--- src/rtl/vpage_pkg.sv ---
// Package vpage_pkg
// Shared encodings for the paged translator: access codes, fault flags and
// the bit positions of the descriptor and status words.
package vpage_pkg;

    typedef enum logic [1:0] {
        ACC_ABSENT = 2'b00,
        ACC_RDONLY = 2'b01,
        ACC_TRAP   = 2'b10,
        ACC_RDWR   = 2'b11
    } acc_e;

    typedef struct packed {
        logic absent;
        logic length;
        logic rdonly;
    } fault_t;

    localparam int DSC_LEN_LSB  = 8;
    localparam int DSC_WR_BIT   = 6;
    localparam int DSC_DOWN_BIT = 3;
    localparam int DSC_ACC_LSB  = 1;

    localparam int ST_EN_BIT    = 0;
    localparam int ST_PAGE_LSB  = 1;
    localparam int ST_MODE_LSB  = 5;
    localparam int ST_RO_BIT    = 13;
    localparam int ST_LEN_BIT   = 14;
    localparam int ST_NR_BIT    = 15;

    localparam logic [1:0] MODE_KERNEL = 2'd0;
    localparam logic [1:0] MODE_USER   = 2'd3;

endpackage

--- src/rtl/vpage_regfile.sv ---
// Module vpage_regfile
// Holds the base and descriptor registers of both mode sets. The entry index
// is {set, page}. It provides one lookup port for translation, one read port
// for software and one write port for software, plus a mark input that sets
// the written flag.
// Assumes: the descriptor fields fit the word layout given in vpage_pkg.
module vpage_regfile
    import vpage_pkg::*;
#(
    parameter int PAGE_W = 3,
    parameter int REG_W  = 16,
    parameter int BN_W   = 7
) (
    input  logic              clk,
    input  logic              rst_n,
    input  logic              sw_we,
    input  logic [PAGE_W:0]   sw_idx,
    input  logic              sw_desc,
    input  logic [REG_W-1:0]  sw_wdata,
    input  logic [PAGE_W:0]   lk_idx,
    output logic [REG_W-1:0]  lk_base,
    output logic [REG_W-1:0]  lk_desc,
    input  logic              mark_we,
    input  logic [PAGE_W:0]   mark_idx,
    input  logic [PAGE_W:0]   rd_idx,
    input  logic              rd_desc,
    output logic [REG_W-1:0]  rd_data
);
    localparam int IDX_W   = PAGE_W + 1;
    localparam int ENTRIES = 2 ** IDX_W;

    logic [ENTRIES-1:0][REG_W-1:0] base_q;
    logic [ENTRIES-1:0][BN_W-1:0]  len_q;
    logic [ENTRIES-1:0][1:0]       acc_q;
    logic [ENTRIES-1:0]            down_q;
    logic [ENTRIES-1:0]            wr_q;
    logic [ENTRIES-1:0][REG_W-1:0] desc_w;

    // Register storage: a software write wins over a written-flag mark.
    always_ff @(posedge clk) begin
        if (!rst_n) begin
            base_q <= '0;
            len_q  <= '0;
            acc_q  <= '0;
            down_q <= '0;
            wr_q   <= '0;
        end else begin
            for (int i = 0; i < ENTRIES; i++) begin
                if (sw_we && sw_idx == IDX_W'(i)) begin
                    if (sw_desc) begin
                        len_q[i]  <= sw_wdata[DSC_LEN_LSB +: BN_W];
                        down_q[i] <= sw_wdata[DSC_DOWN_BIT];
                        acc_q[i]  <= sw_wdata[DSC_ACC_LSB +: 2];
                    end else begin
                        base_q[i] <= sw_wdata;
                    end
                    wr_q[i] <= 1'b0;
                end else if (mark_we && mark_idx == IDX_W'(i)) begin
                    wr_q[i] <= 1'b1;
                end
            end
        end
    end

    // Pack each descriptor word; unused bit positions are tied to zero.
    for (genvar g = 0; g < ENTRIES; g++) begin : g_entry
        assign desc_w[g] = REG_W'({1'b0, len_q[g], 1'b0, wr_q[g], 2'b00,
                                   down_q[g], acc_q[g], 1'b0});

        // a software write to this entry leaves its written flag clear
        a_r9_wbit_cleared: assert property (@(posedge clk) disable iff (!rst_n)
            (sw_we && sw_idx == IDX_W'(g)) |=> !wr_q[g]);
    end

    // Lookup and read muxes.
    assign lk_base = base_q[lk_idx];
    assign lk_desc = desc_w[lk_idx];
    assign rd_data = rd_desc ? desc_w[rd_idx] : base_q[rd_idx];

endmodule

--- src/rtl/vpage_check.sv ---
// Module vpage_check
// Combinational check and relocation for one access. It decodes the access
// code, checks the block number against the page length in the chosen
// direction, rejects illegal modes, and forms the relocated address.
// Assumes: base and desc already come from the set that matches the mode.
module vpage_check
    import vpage_pkg::*;
#(
    parameter int VA_W   = 16,
    parameter int PA_W   = 22,
    parameter int OFF_W  = 6,
    parameter int PAGE_W = 3,
    parameter int REG_W  = 16,
    parameter int BN_W   = 7
) (
    input  logic [VA_W-1:0]   va,
    input  logic              write,
    input  logic [1:0]        mode,
    input  logic [REG_W-1:0]  base,
    input  logic [REG_W-1:0]  desc,
    output logic [PAGE_W-1:0] page,
    output logic [PA_W-1:0]   pa,
    output fault_t            flt
);
    logic            illegal;
    logic            beyond;
    acc_e            acc;
    logic [BN_W-1:0] bn;
    logic [BN_W-1:0] len;
    logic [PA_W-1:0] frame;
    logic            unused_desc;

    assign unused_desc = ^{desc[REG_W-1], desc[7:4], desc[0]};
    assign page        = va[VA_W-1 -: PAGE_W];

    // Fault decode and physical address formation.
    always_comb begin
        illegal    = (mode != MODE_KERNEL) && (mode != MODE_USER);
        acc        = acc_e'(desc[DSC_ACC_LSB +: 2]);
        bn         = va[OFF_W +: BN_W];
        len        = desc[DSC_LEN_LSB +: BN_W];
        beyond     = desc[DSC_DOWN_BIT] ? (bn < len) : (bn > len);
        flt.absent = illegal || acc == ACC_ABSENT || acc == ACC_TRAP;
        flt.rdonly = !illegal && acc == ACC_RDONLY && write;
        flt.length = !illegal && beyond;
        frame      = PA_W'(base) + PA_W'(bn);
        pa         = (frame << OFF_W) | PA_W'(va[OFF_W-1:0]);
    end

endmodule

--- src/rtl/vpage_status.sv ---
// Module vpage_status
// Status register 0 holds the enable bit and the fault record. Status
// register 2 holds the faulting virtual address. The first fault is captured
// only while no abort bit is pending. A software write to status 0 overrides
// a capture that happens in the same cycle.
// Assumes: flt_valid is asserted only for relocated requests.
module vpage_status
    import vpage_pkg::*;
#(
    parameter int VA_W   = 16,
    parameter int REG_W  = 16,
    parameter int PAGE_W = 3
) (
    input  logic              clk,
    input  logic              rst_n,
    input  logic              flt_valid,
    input  fault_t            flt,
    input  logic [PAGE_W-1:0] flt_page,
    input  logic [1:0]        flt_mode,
    input  logic [VA_W-1:0]   flt_va,
    input  logic              sw_we,
    input  logic [REG_W-1:0]  sw_wdata,
    output logic              reloc_en,
    output logic [REG_W-1:0]  sr0,
    output logic [VA_W-1:0]   sr2
);
    localparam logic [REG_W-1:0] ST_MASK = REG_W'(16'hE06F);

    logic [REG_W-1:0] sr0_q;
    logic [VA_W-1:0]  sr2_q;
    logic             pending;
    logic             capture;

    assign pending = sr0_q[ST_NR_BIT] | sr0_q[ST_LEN_BIT] | sr0_q[ST_RO_BIT];
    assign capture = flt_valid && (|flt) && !pending;

    // Fault capture, then the software write that overrides it.
    always_ff @(posedge clk) begin
        if (!rst_n) begin
            sr0_q <= '0;
            sr2_q <= '0;
        end else begin
            if (capture) begin
                sr0_q[ST_NR_BIT]                <= flt.absent;
                sr0_q[ST_LEN_BIT]               <= flt.length;
                sr0_q[ST_RO_BIT]                <= flt.rdonly;
                sr0_q[ST_MODE_LSB +: 2]         <= flt_mode;
                sr0_q[ST_PAGE_LSB +: PAGE_W]    <= flt_page;
                sr2_q                           <= flt_va;
            end
            if (sw_we) begin
                sr0_q <= sw_wdata & ST_MASK;
            end
        end
    end

    assign reloc_en = sr0_q[ST_EN_BIT];
    assign sr0      = sr0_q;
    assign sr2      = sr2_q;

    // while an abort is pending, the recorded page and mode hold
    a_r8_fields_frozen: assert property (@(posedge clk) disable iff (!rst_n)
        (pending && !sw_we) |=> $stable(sr0_q[6:1]));

    // while an abort is pending, the recorded virtual address holds
    a_r8_va_frozen: assert property (@(posedge clk) disable iff (!rst_n)
        pending |=> $stable(sr2_q));

endmodule

--- src/rtl/vpage_mmu.sv ---
// Module vpage_mmu
// Top of the paged translator. It decodes the register port, looks up the
// page pair for the requested mode, checks and relocates the access, marks
// written pages and registers the response one cycle after the request.
// Assumes: ADDR_W = PAGE_W + 3, which gives the register map of the brief.
module vpage_mmu
    import vpage_pkg::*;
#(
    parameter int VA_W   = 16,
    parameter int PA_W   = 22,
    parameter int OFF_W  = 6,
    parameter int PAGE_W = 3,
    parameter int REG_W  = 16
) (
    input  logic              clk,
    input  logic              rst_n,
    input  logic              reg_we,
    input  logic [5:0]        reg_addr,
    input  logic [REG_W-1:0]  reg_wdata,
    output logic [REG_W-1:0]  reg_rdata,
    input  logic              req_valid,
    input  logic [VA_W-1:0]   req_va,
    input  logic              req_write,
    input  logic [1:0]        req_mode,
    output logic              rsp_valid,
    output logic [PA_W-1:0]   rsp_pa,
    output logic              rsp_abort
);
    localparam int BN_W   = VA_W - PAGE_W - OFF_W;
    localparam int ADDR_W = PAGE_W + 3;
    localparam logic [ADDR_W-1:0] ADR_ST0 = {1'b1, {(ADDR_W-1){1'b0}}};
    localparam logic [ADDR_W-1:0] ADR_ST2 = ADR_ST0 | ADDR_W'(1);

    logic              page_hit;
    logic [PAGE_W:0]   sw_idx;
    logic [PAGE_W:0]   lk_idx;
    logic [REG_W-1:0]  lk_base;
    logic [REG_W-1:0]  lk_desc;
    logic [REG_W-1:0]  pg_rdata;
    logic [REG_W-1:0]  sr0;
    logic [VA_W-1:0]   sr2;
    logic              reloc_en;
    logic              mark_we;
    logic              st0_we;
    logic              hit_abort;
    logic [PAGE_W-1:0] page;
    logic [PA_W-1:0]   pa;
    fault_t            flt;

    assign page_hit  = !reg_addr[ADDR_W-1];
    assign sw_idx    = {reg_addr[PAGE_W+1], reg_addr[PAGE_W-1:0]};
    assign lk_idx    = {req_mode == MODE_USER, req_va[VA_W-1 -: PAGE_W]};
    assign st0_we    = reg_we && reg_addr == ADR_ST0;
    assign hit_abort = req_valid && reloc_en && (|flt);
    assign mark_we   = req_valid && reloc_en && req_write && !(|flt);

    vpage_regfile #(.PAGE_W(PAGE_W), .REG_W(REG_W), .BN_W(BN_W)) u_regs (
        .clk      (clk),
        .rst_n    (rst_n),
        .sw_we    (reg_we && page_hit),
        .sw_idx   (sw_idx),
        .sw_desc  (reg_addr[PAGE_W]),
        .sw_wdata (reg_wdata),
        .lk_idx   (lk_idx),
        .lk_base  (lk_base),
        .lk_desc  (lk_desc),
        .mark_we  (mark_we),
        .mark_idx (lk_idx),
        .rd_idx   (sw_idx),
        .rd_desc  (reg_addr[PAGE_W]),
        .rd_data  (pg_rdata)
    );

    vpage_check #(.VA_W(VA_W), .PA_W(PA_W), .OFF_W(OFF_W), .PAGE_W(PAGE_W),
                  .REG_W(REG_W), .BN_W(BN_W)) u_check (
        .va    (req_va),
        .write (req_write),
        .mode  (req_mode),
        .base  (lk_base),
        .desc  (lk_desc),
        .page  (page),
        .pa    (pa),
        .flt   (flt)
    );

    vpage_status #(.VA_W(VA_W), .REG_W(REG_W), .PAGE_W(PAGE_W)) u_status (
        .clk       (clk),
        .rst_n     (rst_n),
        .flt_valid (req_valid && reloc_en),
        .flt       (flt),
        .flt_page  (page),
        .flt_mode  (req_mode),
        .flt_va    (req_va),
        .sw_we     (st0_we),
        .sw_wdata  (reg_wdata),
        .reloc_en  (reloc_en),
        .sr0       (sr0),
        .sr2       (sr2)
    );

    // Software read mux over page registers and status words.
    always_comb begin
        if (page_hit)                  reg_rdata = pg_rdata;
        else if (reg_addr == ADR_ST0)  reg_rdata = sr0;
        else if (reg_addr == ADR_ST2)  reg_rdata = REG_W'(sr2);
        else                           reg_rdata = '0;
    end

    // Response register: one cycle of latency for every request.
    always_ff @(posedge clk) begin
        if (!rst_n) begin
            rsp_valid <= 1'b0;
            rsp_abort <= 1'b0;
            rsp_pa    <= '0;
        end else begin
            rsp_valid <= req_valid;
            rsp_abort <= hit_abort;
            if (!req_valid || hit_abort) rsp_pa <= '0;
            else if (!reloc_en)          rsp_pa <= PA_W'(req_va);
            else                         rsp_pa <= pa;
        end
    end

    // every request gets a response on the next cycle
    a_r4_rsp_follows_req: assert property (@(posedge clk) disable iff (!rst_n)
        req_valid |=> rsp_valid);

    // no response without a request
    a_r4_no_spurious_rsp: assert property (@(posedge clk) disable iff (!rst_n)
        !req_valid |=> !rsp_valid);

    // with relocation off, the address passes through unchecked
    a_r3_passthrough: assert property (@(posedge clk) disable iff (!rst_n)
        (req_valid && !reloc_en) |=>
            (!rsp_abort && rsp_pa == PA_W'($past(req_va))));

    // illegal modes always abort when relocating
    a_r7_illegal_mode: assert property (@(posedge clk) disable iff (!rst_n)
        (req_valid && reloc_en && req_mode != MODE_KERNEL
         && req_mode != MODE_USER) |=> rsp_abort);

endmodule

--- config.mk ---
export PLATFORM = sky130hd
export DESIGN_NAME = vpage_mmu
export DESIGN_NICKNAME = d
export VERILOG_FILES = /design/src/rtl/vpage_pkg.sv /design/src/rtl/vpage_regfile.sv /design/src/rtl/vpage_check.sv /design/src/rtl/vpage_status.sv /design/src/rtl/vpage_mmu.sv
export SDC_FILE = /design/constraint.sdc
export NUM_CORES = 1
export LEC_CHECK = 0
export BUFFER_PORTS_ARGS = -buffer_cell sky130_fd_sc_hd__buf_2
export CAP_MARGIN = 20
export CORE_AREA = 2 2 261 186
export DETAILED_ROUTE_END_ITERATION = 12
export DIE_AREA = 0 0 263 188
export GPL_ROUTABILITY_DRIVEN = 0
export GPL_TIMING_DRIVEN = 0
export PLACE_DENSITY_LB_ADDON = 0.08
export SLEW_MARGIN = 20
export SYNTH_ARGS = -nofsm -noshare
export SYNTH_HDL_FRONTEND = slang
export SYNTH_SLANG_ARGS = --single-unit
--- constraint.sdc ---
create_clock -name clk -period 5.2 [get_ports clk]
set_clock_uncertainty 0.15 [all_clocks]
set_input_delay 1.04 -clock clk [delete_from_list [all_inputs] [get_ports clk]]
set_output_delay 1.04 -clock clk [all_outputs]
set_load 0.05 [all_outputs]
==> results.cfg <==
[setup_path]
critPathLaunchType = input port
cpMaxStageDelayCell = buf_2
arrival_ns = 3.96
max_stage_delay_ns = 0.53
end_kind = output port
crit_chain = clkbuf_1 > clkbuf_1 > buf_2 > mux4_2 > mux4_2 > mux2i_2 > o21ai_0 > buf_2
worstPathRequired_ns = 4.01
path_max_fanout = 10
crit_type = input port to output port

[global_routing]
grt_max_degree = 20
antenna_found_initial = 7
grt_use_total = 0.390
grt_pass1_vias = 20172
grt_pass1_wl_mm = 139
grt_overflow = 0

[placement]
place_inst = 3100
port_buffers = 70
dp_hpwl_mm = 70.1

[logic_synthesis]
syn-instance-count = 2403
synth_top_area_cell = dfxtp_1
synthSimpleGateAreaFrac = 0.155
yosysWarnings = 0
ys.flop_type = dfxtp_1
netlist_area_um2 = 25500
async_flop_share = 0
synthMuxAreaShare = 0.332
synth-compound-area-share = 0.0838
avgSynthCellArea_um2 = 10.6
synthAdderAreaFrac = 0.00815
ys_seq_area_frac = 0.378
synth_top_family_by_area = multiplexers
yosys-top-cells-area = dfxtp_1 38%, mux4_2 23%, mux2i_1 10%, a21boi_0 6.2%, nor2b_1 5.7%
synth_edf_count = 0
synth_fp_nets = 2464
synth-seq-cells = 481
synth_cell_types = 46
synth-xor-area-share = 0.00344
synth_top_area_share = 0.378

[pwr]
combinationalPowerShare = 0.087
internal_power_mw = 6.19
p_sw_mw = 2.11
peakVddDrop_mv = 0.245
seqPwrFrac = 0.447
powerDensity_nw_per_um2 = 290
p_leak_nw = 10.0
p_sw_frac = 0.254
p_clk_frac = 0.465

[finish]
nNetsFinal = 2586
drive_above_1_share = 0.202
fillers = 3918
layout.cells.non_filler = 3187
area_growth_pct = 12.5
utilization = 0.608

[floorplan]
num_io_pins = 85
core_area_um2 = 47100
num_rows = 67
start_util = 0.541
die_h_um = 188
die_area_um2 = 49400
die_x_um = 263

[sta]
slew_violations = 0
tightestPinTransition_ns = 1.12
finalSetupViolCount = 0
final.min_clock_period_ns = 5.15
rsz0062_at_grt = false
fin_crit_sh = 0.991
slew_headroom = 0.248
hold_viol_final = 0
max_freq_ghz = 0.194

[clock_tree]
cts_tree = built
cts_htree_levels = 2
cts_root_buf = clkbuf_16
clock_sinks = 481
clock_latency_ns = 0.62
cts_buffers = 50
ctsHoldBuffers = 0
clock_path_buffers = 3
clkTransAtPathRegs_ns = 0.06

[detailed_routing]
initialDrtViolationCount = 3515
drcViolationCount = 0
ant_nets = 0
drt-wirelength-per-cell_um = 30.5
drt-pass1-iter-count = 6
via_per_inst = 6.71
wl_mm = 97.1
num_vias = 21399

[worst_hold_path]
hold_class = register to register

[run_status]
status = finished, final reports clean

[flow_run]
drv_cap = 0
-- cells in the mapped netlist, drive strengths merged (2+ instances only) --
master,instances
nand4,7
dfxtp,481
nor2b,232
ha,15
and3,2
nor3,13
nand2b,4
xnor2,5
a21boi,209
nor2,60
or2,5
nand3,95
a211oi,7
nand2,381
xor2,5
a21oi,12
buf,55
a22o,4
o21bai,2
inv,16
nor3b,10
o211a,3
a21o,4
clkbuf,182
o21a,3
a31oi,16
and2,8
o21ai,23
mux4,260
a22oi,2
o22ai,6
or3,8
mux2i,261
-- final timing paths --
kind,start,depth (start not counted),slack [ns],to
setup / recovery,reg_addr[1],8,0.05,reg_rdata[12]
hold / removal,u_regs.desc_w[42],2,0.33,u_regs.desc_w[42]
setup reg to reg,u_regs.desc_w[124],12,1.15,u_status.sr2[5]
hold reg to reg,u_regs.desc_w[42],2,0.33,u_regs.desc_w[42]
-- cells by family after synthesis --
kind of cell,count (synthesis)
compound gates,295
xor+xnor,10
fa+ha+maj,16
buf+inv,253
flops,481
mux,521
simple gates,827
-- area by class of cell --
class	instances	area, µm²	area share
Antenna cell	4	10.0	0.000349
Clock buffer	70	1470	0.0513
Clock inverter	19	250	0.00873
Tap cell	621	777	0.0271
Timing Repair Buffer	78	429	0.0150
Sequential cell	481	9630	0.336
Inverter	16	60.1	0.00210
Multi-Input combinational cell	1669	15000	0.522
Buffer	229	1070	0.0372
-- sequential cells by signal, summed over array words and instances (netlist names) --
register and flops:
u_status.sr0 9, rsp_valid 1, u_regs.down_q 16, rsp_abort 1
u_status.sr2 16, rsp_pa 22, u_regs.desc_w 112, u_regs.base_q 256
u_regs.acc_q 32, u_regs.wr_q 16
-- layout by cell type, fill, tap and decap left out, types with 7 or more instances in the layout --
cell type / count
a21oi_1: 11
o21ai_0: 19
dfxtp_1: 481
clkinv_2: 11
clkbuf_2: 23
inv_1: 16
nor3b_1: 9
nand3_1: 95
buf_6: 9
mux4_2: 260
clkbuf_4: 11
or3_1: 8
buf_1: 10
buf_2: 92
mux2i_1: 256
clkbuf_1: 158
nor2_1: 57
a31oi_1: 16
nor3_2: 10
nand2_1: 380
ha_1: 15
and2_1: 8
clkbuf_16: 53
clkbuf_8: 10
nand4_1: 7
nor2b_1: 232
buf_4: 7
a21boi_0: 209
-- through the flow --
step | hold slack (ns) | power [mW] | setup WS, ns | cell area, µm² | setup TNS, ns
after floorplan | 0.296 | 4.21 | 0.0267 | 25500 | 0
after global placement | 0.307 | 4.47 | -2.30 | 26700 | -110.25
after detailed placement | 0.316 | 4.49 | -2.04 | 26800 | -109.51
after CTS | 0.328 | 8.27 | -0.169 | 28600 | -0.624
after global routing | 0.348 | 8.45 | 0.0108 | 28700 | 0
final | 0.330 | 8.30 | 0.0455 | 28700 | 0
-- routing by layer --
metal	part of all wire	up-vias	global-route usage	routed length, µm
met5	0.00056	-	0	54
met4	0.044	8	0.164	4270
li1	-	8867	-	-
met1	0.40	10564	0.552	38500
met3	0.15	291	0.136	14900
met2	0.41	1669	0.543	39300
-- timing repair --
item	CTS	global route
gates resized for setup	29	47
buffers inserted	0	2
pin swaps	0	3
endpoints found under the setup margin	78	64
-- power groups by stage --
stage                     registers [mW]  logic (mW)  clock network [mW]
after detailed placement            3.80       0.688                   0
after global routing                3.72       0.737                4.00
after CTS                           3.71       0.692                3.86
after global placement              3.80       0.678                   0
final                               3.71       0.725                3.86
after floorplan                     3.81       0.400                   0
-- critical path, delay by kind of cell --
kind	cells	cell delay [ns]
AOI/OAI and AO/OA	1	0.15
muxes	3	1.40
buffers and inverters	4	1.37
(Power assumes the default switching activity.)
